File: src/rtl/lmac_pkg.sv
// Package: shared constants and the decoded-operation type for the
// long multiply-accumulate unit. Assumes a fixed 32-bit instruction word.
package lmac_pkg;
    localparam int INSTR_W  = 32;
    localparam int IDX_W    = 4;
    localparam int FLAG_W   = 4;
    localparam int FLAG_N   = 3;
    localparam int FLAG_Z   = 2;
    localparam int POS_SGN  = 22;
    localparam int POS_ACC  = 21;
    localparam int POS_SETF = 20;
    localparam int POS_HI   = 16;
    localparam int POS_LO   = 12;
    localparam logic [4:0] CLASS_PAT = 5'b00001;
    localparam logic [3:0] MARK_PAT  = 4'b1001;

    typedef struct packed {
        logic             is_signed;
        logic             accumulate;
        logic             set_flags;
        logic             illegal;
        logic [IDX_W-1:0] hi_idx;
        logic [IDX_W-1:0] lo_idx;
    } lmac_op_t;
endpackage

File: src/rtl/lmac_decode.sv
// Decoder: pulls the mode bits and destination indices out of the
// instruction word and flags a mismatch in the fixed pattern fields.
// Purely combinational; assumes the word is held stable while sampled.
module lmac_decode
    import lmac_pkg::*;
(
    input  logic [INSTR_W-1:0] instr_i,
    output lmac_op_t           op_o
);
    // Field extraction and pattern check.
    always_comb begin
        op_o.is_signed  = instr_i[POS_SGN];
        op_o.accumulate = instr_i[POS_ACC];
        op_o.set_flags  = instr_i[POS_SETF];
        op_o.hi_idx     = instr_i[POS_HI +: IDX_W];
        op_o.lo_idx     = instr_i[POS_LO +: IDX_W];
        op_o.illegal    = (instr_i[27:23] != CLASS_PAT) || (instr_i[7:4] != MARK_PAT);
    end
endmodule

File: src/rtl/lmac_itermul.sv
// Iterative unsigned multiplier: retires STEP_W multiplier bits per cycle
// by shift-and-add into a 2*DATA_W product register. Assumes DATA_W is a
// multiple of STEP_W and that load_i is not raised while a run is active.
module lmac_itermul #(
    parameter int DATA_W = 32,
    parameter int STEP_W = 4
) (
    input  logic                clk,
    input  logic                rst_n,
    input  logic                load_i,
    input  logic [DATA_W-1:0]   mcand_i,
    input  logic [DATA_W-1:0]   mplier_i,
    output logic                done_o,
    output logic [2*DATA_W-1:0] prod_o
);
    localparam int ITER  = DATA_W / STEP_W;
    localparam int CNT_W = $clog2(ITER + 1);
    localparam int SUM_W = DATA_W + STEP_W;

    logic [2*DATA_W-1:0] prod_q;
    logic [DATA_W-1:0]   mcand_q;
    logic [CNT_W-1:0]    cnt_q;
    logic                run_q;
    logic                done_q;
    logic [SUM_W-1:0]    pp [STEP_W];
    logic [SUM_W-1:0]    sum;
    logic [2*DATA_W-1:0] prod_next;

    // One shifted copy of the multiplicand per digit bit.
    for (genvar j = 0; j < STEP_W; j++) begin : g_pp
        assign pp[j] = prod_q[j] ? (SUM_W'(mcand_q) << j) : '0;
    end

    // Add the partial products to the upper half, then shift right by STEP_W.
    always_comb begin
        sum = SUM_W'(prod_q[2*DATA_W-1:DATA_W]);
        for (int j = 0; j < STEP_W; j++) begin
            sum = sum + pp[j];
        end
        prod_next = {sum, prod_q[DATA_W-1:STEP_W]};
    end

    // Step sequencing and product register.
    always_ff @(posedge clk) begin
        if (!rst_n) begin
            prod_q  <= '0;
            mcand_q <= '0;
            cnt_q   <= '0;
            run_q   <= 1'b0;
            done_q  <= 1'b0;
        end else if (load_i) begin
            prod_q  <= {{DATA_W{1'b0}}, mplier_i};
            mcand_q <= mcand_i;
            cnt_q   <= '0;
            run_q   <= 1'b1;
            done_q  <= 1'b0;
        end else if (run_q) begin
            prod_q <= prod_next;
            cnt_q  <= cnt_q + 1'b1;
            if (cnt_q == CNT_W'(ITER - 1)) begin
                run_q  <= 1'b0;
                done_q <= 1'b1;
            end
        end else begin
            done_q <= 1'b0;
        end
    end

    assign done_o = done_q;
    assign prod_o = prod_q;
endmodule

File: src/rtl/lmac_finish.sv
// Finisher: applies the sign correction to the magnitude product, adds the
// optional addend modulo 2^(2*DATA_W), and forms the next flag values.
// Combinational; inputs are expected to be held by the caller.
module lmac_finish
    import lmac_pkg::*;
#(
    parameter int DATA_W = 32
) (
    input  logic [2*DATA_W-1:0] mag_i,
    input  logic                negate_i,
    input  logic                accumulate_i,
    input  logic [2*DATA_W-1:0] addend_i,
    input  logic [FLAG_W-1:0]   flags_i,
    output logic [2*DATA_W-1:0] result_o,
    output logic [FLAG_W-1:0]   flags_o
);
    logic [2*DATA_W-1:0] signed_prod;

    // Sign fix then wrapping accumulate.
    always_comb begin
        signed_prod = negate_i ? (~mag_i + 1'b1) : mag_i;
        result_o    = accumulate_i ? (signed_prod + addend_i) : signed_prod;
    end

    // N from the top bit, Z from the full width, C and V passed on.
    always_comb begin
        flags_o         = flags_i;
        flags_o[FLAG_N] = result_o[2*DATA_W-1];
        flags_o[FLAG_Z] = (result_o == '0);
    end
endmodule

File: src/rtl/lmac_unit.sv
// Top: long multiply-accumulate unit. Captures instruction, operands,
// addend and flags on an accepted start, runs the iterative multiplier,
// then registers the result with a one-cycle done pulse. Assumes the
// caller supplies the condition verdict and ignores outputs until done.
module lmac_unit
    import lmac_pkg::*;
#(
    parameter int DATA_W = 32,
    parameter int STEP_W = 4
) (
    input  logic                 clk,
    input  logic                 rst_n,
    input  logic                 start_i,
    input  logic [INSTR_W-1:0]   instr_i,
    input  logic                 cond_pass_i,
    input  logic [DATA_W-1:0]    rm_val_i,
    input  logic [DATA_W-1:0]    rs_val_i,
    input  logic [DATA_W-1:0]    acc_hi_i,
    input  logic [DATA_W-1:0]    acc_lo_i,
    input  logic [FLAG_W-1:0]    flags_i,
    output logic                 busy_o,
    output logic                 done_o,
    output logic                 illegal_o,
    output logic                 wr_en_o,
    output logic                 flags_wr_o,
    output logic [IDX_W-1:0]     hi_idx_o,
    output logic [IDX_W-1:0]     lo_idx_o,
    output logic [DATA_W-1:0]    res_hi_o,
    output logic [DATA_W-1:0]    res_lo_o,
    output logic [FLAG_W-1:0]    flags_o
);
    localparam int RES_W = 2 * DATA_W;

    lmac_op_t            op_d, op_q;
    logic                accept;
    logic                busy_q;
    logic                neg_q;
    logic                cond_q;
    logic [RES_W-1:0]    addend_q;
    logic [FLAG_W-1:0]   flags_q;
    logic [DATA_W-1:0]   mag_a, mag_b;
    logic                neg_d;
    logic                core_done;
    logic [RES_W-1:0]    core_prod;
    logic [RES_W-1:0]    fin_res;
    logic [FLAG_W-1:0]   fin_flags;
    logic                commit;

    logic                done_q, ill_q, wr_q, fwr_q;
    logic [IDX_W-1:0]    hidx_q, lidx_q;
    logic [RES_W-1:0]    res_q;
    logic [FLAG_W-1:0]   fout_q;

    lmac_decode i_dec (
        .instr_i (instr_i),
        .op_o    (op_d)
    );

    assign accept = start_i && !busy_q;

    // Operand magnitudes and final sign for signed mode.
    always_comb begin
        mag_a = (op_d.is_signed && rm_val_i[DATA_W-1]) ? (~rm_val_i + 1'b1) : rm_val_i;
        mag_b = (op_d.is_signed && rs_val_i[DATA_W-1]) ? (~rs_val_i + 1'b1) : rs_val_i;
        neg_d = op_d.is_signed && (rm_val_i[DATA_W-1] ^ rs_val_i[DATA_W-1]);
    end

    lmac_itermul #(
        .DATA_W (DATA_W),
        .STEP_W (STEP_W)
    ) i_mul (
        .clk      (clk),
        .rst_n    (rst_n),
        .load_i   (accept),
        .mcand_i  (mag_a),
        .mplier_i (mag_b),
        .done_o   (core_done),
        .prod_o   (core_prod)
    );

    // Capture of the per-operation context on an accepted start.
    always_ff @(posedge clk) begin
        if (!rst_n) begin
            op_q     <= '0;
            neg_q    <= 1'b0;
            cond_q   <= 1'b0;
            addend_q <= '0;
            flags_q  <= '0;
        end else if (accept) begin
            op_q     <= op_d;
            neg_q    <= neg_d;
            cond_q   <= cond_pass_i;
            addend_q <= {acc_hi_i, acc_lo_i};
            flags_q  <= flags_i;
        end
    end

    // Busy window from accepted start to result registration.
    always_ff @(posedge clk) begin
        if (!rst_n)         busy_q <= 1'b0;
        else if (accept)    busy_q <= 1'b1;
        else if (core_done) busy_q <= 1'b0;
    end

    lmac_finish #(
        .DATA_W (DATA_W)
    ) i_fin (
        .mag_i        (core_prod),
        .negate_i     (neg_q),
        .accumulate_i (op_q.accumulate),
        .addend_i     (addend_q),
        .flags_i      (flags_q),
        .result_o     (fin_res),
        .flags_o      (fin_flags)
    );

    assign commit = cond_q && !op_q.illegal;

    // Result registers, updated only with the done pulse.
    always_ff @(posedge clk) begin
        if (!rst_n) begin
            done_q <= 1'b0;
            ill_q  <= 1'b0;
            wr_q   <= 1'b0;
            fwr_q  <= 1'b0;
            hidx_q <= '0;
            lidx_q <= '0;
            res_q  <= '0;
            fout_q <= '0;
        end else if (core_done) begin
            done_q <= 1'b1;
            ill_q  <= op_q.illegal;
            wr_q   <= commit;
            fwr_q  <= commit && op_q.set_flags;
            hidx_q <= op_q.hi_idx;
            lidx_q <= op_q.lo_idx;
            res_q  <= fin_res;
            fout_q <= (commit && op_q.set_flags) ? fin_flags : flags_q;
        end else begin
            done_q <= 1'b0;
            wr_q   <= 1'b0;
            fwr_q  <= 1'b0;
        end
    end

    assign busy_o     = busy_q;
    assign done_o     = done_q;
    assign illegal_o  = ill_q;
    assign wr_en_o    = wr_q;
    assign flags_wr_o = fwr_q;
    assign hi_idx_o   = hidx_q;
    assign lo_idx_o   = lidx_q;
    assign res_hi_o   = res_q[RES_W-1:DATA_W];
    assign res_lo_o   = res_q[DATA_W-1:0];
    assign flags_o    = fout_q;
endmodule

File: config.mk
export PLATFORM = sky130hd
export DESIGN_NAME = lmac_unit
export DESIGN_NICKNAME = d
export VERILOG_FILES = /design/src/rtl/lmac_pkg.sv /design/src/rtl/lmac_decode.sv /design/src/rtl/lmac_itermul.sv /design/src/rtl/lmac_finish.sv /design/src/rtl/lmac_unit.sv
export SDC_FILE = /design/constraint.sdc
export NUM_CORES = 1
export LEC_CHECK = 0
export BUFFER_PORTS_ARGS = -buffer_cell sky130_fd_sc_hd__buf_2
export CAP_MARGIN = 20
export CORE_UTILIZATION = 61
export DETAILED_ROUTE_END_ITERATION = 7
export PLACE_DENSITY = 0.83
export SYNTH_ARGS = -nofsm -noshare
export SYNTH_HDL_FRONTEND = slang
export SYNTH_SLANG_ARGS = --single-unit
export TNS_END_PERCENT = 10
File: constraint.sdc
create_clock -name clk -period 8.5 [get_ports clk]
set_input_delay 1.7 -clock clk [delete_from_list [all_inputs] [get_ports clk]]
set_output_delay 1.7 -clock clk [all_outputs]
set_load 0.005 [all_outputs]
==> results of run 1 <==
-- power by group --
part | switching (mW) | internal [mW] | leakage [nW]
combinational | 0.640 | 0.371 | 8.14
sequential | 0.0911 | 1.30 | 2.16
clock | 0.542 | 0.755 | 0.484
total | 1.27 | 2.42 | 10.8
-- synthesized netlist by cell type, types with 33 or more instances --
| cell type | n | area [um^2] |
|---|---|---|
| nand4_1 | 34 | 213 |
| clkbuf_1 | 149 | 559 |
| ha_1 | 137 | 1710 |
| a21o_1 | 59 | 443 |
| nand2_1 | 369 | 1390 |
| inv_1 | 173 | 649 |
| fa_1 | 64 | 1280 |
| dfxtp_1 | 264 | 5290 |
| a21oi_1 | 250 | 1250 |
| o21ai_0 | 135 | 676 |
| and2_1 | 105 | 657 |
| xnor2_1 | 130 | 1140 |
| a211oi_1 | 98 | 736 |
| mux2i_1 | 95 | 951 |
| or3_1 | 33 | 206 |
| nor3_1 | 53 | 265 |
| nand3_1 | 38 | 190 |
| nor2_1 | 278 | 1040 |
| xor2_1 | 89 | 780 |
-- worst max-delay path, cell delays in order, from the launching register on --
cell and delay (ns):
dfxtp_1 0.39, or4_1 0.67, or3_4 0.51, or4_4 0.58, o311ai_0 0.93, ha_1 0.50
nand4_1 0.14, or4_1 0.16, o32ai_1 0.08, nor4b_1 0.55, a211oi_1 0.22, a221oi_1 0.96
o21bai_1 0.20, xor2_1 0.18, mux2i_1 0.27, nor4bb_1 0.37, nand4_1 0.22, nor4_1 0.52
o2bb2ai_1 0.16
-- routing by layer --
| metal | up-vias | track usage (%) | part of all wire (%) |
|---|---|---|---|
| li1 | 10600 | - | - |
| met5 | - | 0 | 0 |
| met1 | 10600 | 51.3 | 45 |
| met2 | 1047 | 58.9 | 44 |
| met3 | 107 | 4.42 | 8.4 |
| met4 | 0 | 8.17 | 2.2 |
-- flip-flops by register name, summed over array words and instances, names as in the netlist --
signal	cells
i_mul.mcand_q	32
flags_o	4
busy_o	1
neg_q	1
op_q	11
i_mul.cnt_q	4
i_mul.done_o	1
wr_en_o	1
addend_q	64
flags_q	4
cond_q	1
lo_idx_o	4
done_o	1
hi_idx_o	4
i_mul.prod_o	64
res_q	64
i_mul.run_q	1
illegal_o	1
flags_wr_o	1
-- cells by family (layout without fill, tap and decap cells) --
group / Yosys count / in the layout / share of synthesized area, %
XOR/XNOR: 219 / 219 / 8.53
AO/OA/AOI/OAI: 784 / 784 / 22.6
buffers and inverters: 345 / 478 / 5.87
flip-flops: 264 / 264 / 23.5
AND/OR/NAND/NOR: 1037 / 1037 / 21.8
adder cells (fa/ha/maj): 201 / 201 / 13.3
multiplexers: 98 / 98 / 4.38
-- final cells by class --
type | count | area share [%]
multi-input cells | 2339 | 64.4
repair buffers | 251 | 5.24
clock buffers | 38 | 3.24
inverters | 173 | 2.65
clock inverters | 16 | 0.699
flip-flops and latches | 264 | 21.4
well taps | 461 | 2.34
-- how the worst max path moves through the flow --
stage / slack [ns] / endpoint / cells after the start
3_3_place_gp: 1.10 / flags_o[2] / 21
3_5_place_dp: 0.98 / flags_o[2] / 22
4_1_cts: 0.95 / flags_o[2] / 22
5_1_grt: 0.52 / i_mul.prod_o[62] / 33
6_report: 0.81 / flags_o[2] / 18
2_1_floorplan: 2.09 / i_mul.prod_o[63] / 32
==> results.yml, run 1 <==
outcome:
  status: "finished, final reports clean"
route:
  post_drt_via_cell_ratio: 6.32
  drtPass1Iterations: 6
  wire_per_inst_um: 19.9
  drc_errors: 0
  routed_wirelength_um: 70500
  drtAntennaViolNets: 0
  drt-initial-drc-count: 1830
  vias: 22400
finish:
  seqCellArea_um2: 5300
  multi_input_area_um2: 15900
  layout_common_cells: "nand2_1 (369), nor2_1 (278), dfxtp_1 (260)"
  fillCellCount: 2967
  fin_cells: 3542
  areaGrowthSynthToFinish_pct: 9.80
  post-route-util_pct: 68.8
  diodes: 0
  final_nets: 3427
  drive_gt1_share_pct: 11.0
  layout_commonest_cell: "nand2_1"
  finalInstanceArea_um2: 24700
placed_design:
  preCtsSetupSlack_ns: 0.976
  dp_cells: 3488
  hpwl_um: 54900
  portBuffers: 236
  gp_congestion: 0.976
  dpl-instance-area_um2: 23700
worst_setup_path:
  critPathKind: "flop to flop"
  r2r_slack_ns: 0.81
  required_ns: 9.00
  cp-end-kind: "flop"
  r2r_cells: 18
  path_max_fanout: 11
  cp_data_arrival_time_ns: 8.19
  r2r-start: "i_mul.prod_o[0]"
  cp-startpoint: "i_mul.prod_o[0]"
  r2r-end: "flags_o[2]"
  start_kind: "flop"
die:
  die_x_um: 194
  start_util_pct: 62.6
  die_h_um: 194
  rows: 69
  core-area_um2: 35900
  ios: 249
  die_area_um2: 37700
clocking:
  clock-sinks: 264
  post-cts-setup-buffers: 0
  cts-resized-gates: 0
  clockBufferDepth: 3
  cts_hold_buf: 0
  cts-root-buf: "clkbuf_16"
  insertion_delay_ns: 0.58
  htree_levels: 1
  clk_pin_slew_ns: 0.06
  cts_tree: "built"
  cts_buffers: 29
synth:
  synth_top_flop_cell: "dfxtp_1"
  synth_cells: 2948
  synth_seq_area_share_pct: 23.5
  yosys.cell_types.count: 82
  syn_avg_cell_area_um2: 7.63
  syn_area_um2: 22500
  yosys_register_bits: 264
  syn_nets: 3317
  yosysWarningCount: 0
  async_flop_share_pct: 0
  synth_edf_count: 0
global_routing:
  grt_overflow_total: 0
  grt_pass1_wl_um: 111000
  grt_max_degree: 128
  antenna_found_initial: 0
  grt_usage_pct: 36.3
  grt_pass1_vias: 20800
timing:
  clock-skew-final_ns: 0.0144
  setup_ws_ns: 0.806
  finalHoldViolCount: 0
  worst_slew_pin_slew_ns: 1.12
  fmax_mhz: 130
  period_share_pct: 90.5
  fin_crit_ns: 7.69
  setup_viol: 0
  setup_tns_ns: 0
  grt_setup_unrepaired: "false"
  drv_slew: 0
  max-slew-margin-rel_pct: 24.1
  hold_ws_ns: 0.457
worst_hold_path:
  min_from: "op_q[3]"
  hold_class: "flop to flop"
  whs_path_depth: 2
  min_to: "op_q[3]"
run:
  drv_cap: 0
power:
  power_mw: 3.69
  power.leakage_nw: 10.8
  vdd_drop_max_mv: 0.151
  power_density_nw_per_um2: 150
(Power assumes the default switching activity.)
==> run 2: changes to the inputs <==
--- a/config.mk
+++ b/config.mk
@@ -9,2 +9,3 @@
 export CAP_MARGIN = 20
+export CORE_MARGIN = 2
 export CORE_UTILIZATION = 61
@@ -15,2 +16,2 @@
 export SYNTH_SLANG_ARGS = --single-unit
-export TNS_END_PERCENT = 10
+export TNS_END_PERCENT = 5
==> constraint.sdc (replaced) <==
create_clock -name clk -period 8.5 [get_ports clk]
set_input_delay 0.85 -clock clk [delete_from_list [all_inputs] [get_ports clk]]
set_output_delay 0.85 -clock clk [all_outputs]
set_load 0.005 [all_outputs]
==> results.yml, run 2 (synthesized netlist as in run 1, its figures left out) <==
timing:
  finalHoldViolCount: 0
  setup_ws_ns: 1.06
  hold_ws_ns: 0.458
  fmax_mhz: 134
  max-slew-margin-rel_pct: 25.2
  grt_setup_unrepaired: "false"
  setup_viol: 0
  drv_slew: 0
  fin_crit_ns: 7.44
  period_share_pct: 87.5
  worst_slew_pin_slew_ns: 1.12
  clock-skew-final_ns: 0.0187
  setup_tns_ns: 0
finish:
  drive_gt1_share_pct: 10.8
  layout_common_cells: "nand2_1 (369), nor2_1 (278), dfxtp_1 (260)"
  layout_commonest_cell: "nand2_1"
  fillCellCount: 3105
  final_nets: 3428
  areaGrowthSynthToFinish_pct: 9.64
clocking:
  insertion_delay_ns: 0.58
  cts_tree: "built"
  cts_buffers: 29
  clk_pin_slew_ns: 0.06
  cts-root-buf: "clkbuf_16"
  htree_levels: 1
  clock-sinks: 264
  clockBufferDepth: 3
  post-cts-setup-buffers: 0
  cts_hold_buf: 0
  cts-resized-gates: 0
placed_design:
  hpwl_um: 54500
  gp_congestion: 0.987
  portBuffers: 236
  preCtsSetupSlack_ns: 1.18
power:
  power_density_nw_per_um2: 148
  power.leakage_nw: 10.8
  vdd_drop_max_mv: 0.137
worst_setup_path:
  r2r-start: "i_mul.prod_o[0]"
  cp_data_arrival_time_ns: 7.86
  required_ns: 8.92
  cp-startpoint: "i_mul.prod_o[0]"
  r2r_cells: 19
  cp-end-kind: "flop"
  crit_end: "flags_o[2]"
  r2r-end: "flags_o[2]"
  path_max_fanout: 11
  start_kind: "flop"
  critPathKind: "flop to flop"
  r2r_slack_ns: 1.06
global_routing:
  grt_util_met1_pct: 48.0
  grt_max_degree: 134
  use_met3_pct: 5.16
  grt_pass1_wl_um: 110000
  grt_overflow_total: 0
  antenna_found_initial: 0
  met2_usage_pct: 59.3
  grt_pass1_vias: 21000
  grt-busiest-layer: "met2"
  grt_usage_pct: 35.6
route:
  post_drt_via_cell_ratio: 6.30
  drt-initial-drc-count: 1774
  routed_wirelength_um: 70300
  drtPass1Iterations: 6
  drc_errors: 0
  drtAntennaViolNets: 0
  vias: 22300
  wire_per_inst_um: 19.8
die:
  die_h_um: 196
  rows: 70
  ios: 249
  die_x_um: 196
  die_area_um2: 38400
  core-area_um2: 36400
  start_util_pct: 61.7
run:
  drv_cap: 0
outcome:
  status: "finished, final reports clean"
worst_hold_path:
  hold_class: "flop to flop"
run 2: changes by cell type in the layout (fill, tap and decap cells not counted):
cell        change
clkinv_2        -5
clkbuf_1        +2
clkbuf_8        +2
inv_6           -2
buf_4           +1
bufinv_16       -1
clkinv_4        -1
clkinvlp_4      -1
diode_2         +1
run 2: worst min path at each step:
stage / startpoint / to / slack (ns) / cells after the start
2_1_floorplan: op_q[8] / wr_en_o / 0.43 / 1
3_3_place_gp: op_q[2] / op_q[2] / 0.44 / 2
4_1_cts: op_q[0] / op_q[0] / 0.46 / 2
6_report: op_q[3] / op_q[3] / 0.46 / 2
5_1_grt: op_q[0] / op_q[0] / 0.48 / 2
3_5_place_dp: op_q[4] / op_q[4] / 0.45 / 2
run 2: layout make-up:
type	instances	area [um^2]	area share (%)
Timing Repair Buffer	252	1300	5.28
Sequential cell	264	5300	21.5
Multi-Input combinational cell	2339	15900	64.5
Clock buffer	42	835	3.38
Inverter	173	654	2.65
Antenna cell	1	2.50	0.0101
Clock inverter	6	83.8	0.340
Tap cell	468	586	2.37
run 2: power by group:
part	switching, mW	internal (mW)
combinational	0.628	0.370
clock	0.526	0.732
sequential	0.0907	1.30
total	1.24	2.40
run 2: through the flow:
step / instances / power [mW] / area [um^2] / utilization [%]
final: 3545 / 3.64 / 24700 / 67.7
after global routing: 3544 / 3.80 / 24700 / 67.7
after CTS: 3544 / 3.63 / 24700 / 67.7
after detailed placement: 3496 / 2.39 / 23700 / 65.2
after global placement: 3496 / 2.36 / 23700 / 65.2
after floorplan: 2948 / 2.10 / 22500 / -
run 2: layer usage:
metal | wire [um] | share of wire, %
met4 | 1940 | 2.8
met1 | 30700 | 44
met5 | 0 | 0
met3 | 5600 | 8.0
met2 | 32100 | 46
run 2: critical path: stages (launching register included):
cell and delay (ns):
dfxtp_1 0.39, or4_1 0.68, or3_4 0.51, or4_4 0.58, o31ai_1 0.25, xnor2_1 0.34
ha_1 0.46, nand2_1 0.19, a21oi_1 0.08, a211oi_1 0.35, nor4b_1 0.86, nor2_1 0.26
a21o_1 0.24, o31a_1 0.29, a311o_1 0.46, mux2_2 0.30, or4_1 0.60, o211ai_1 0.16
nor4_1 0.13, o2bb2ai_1 0.13
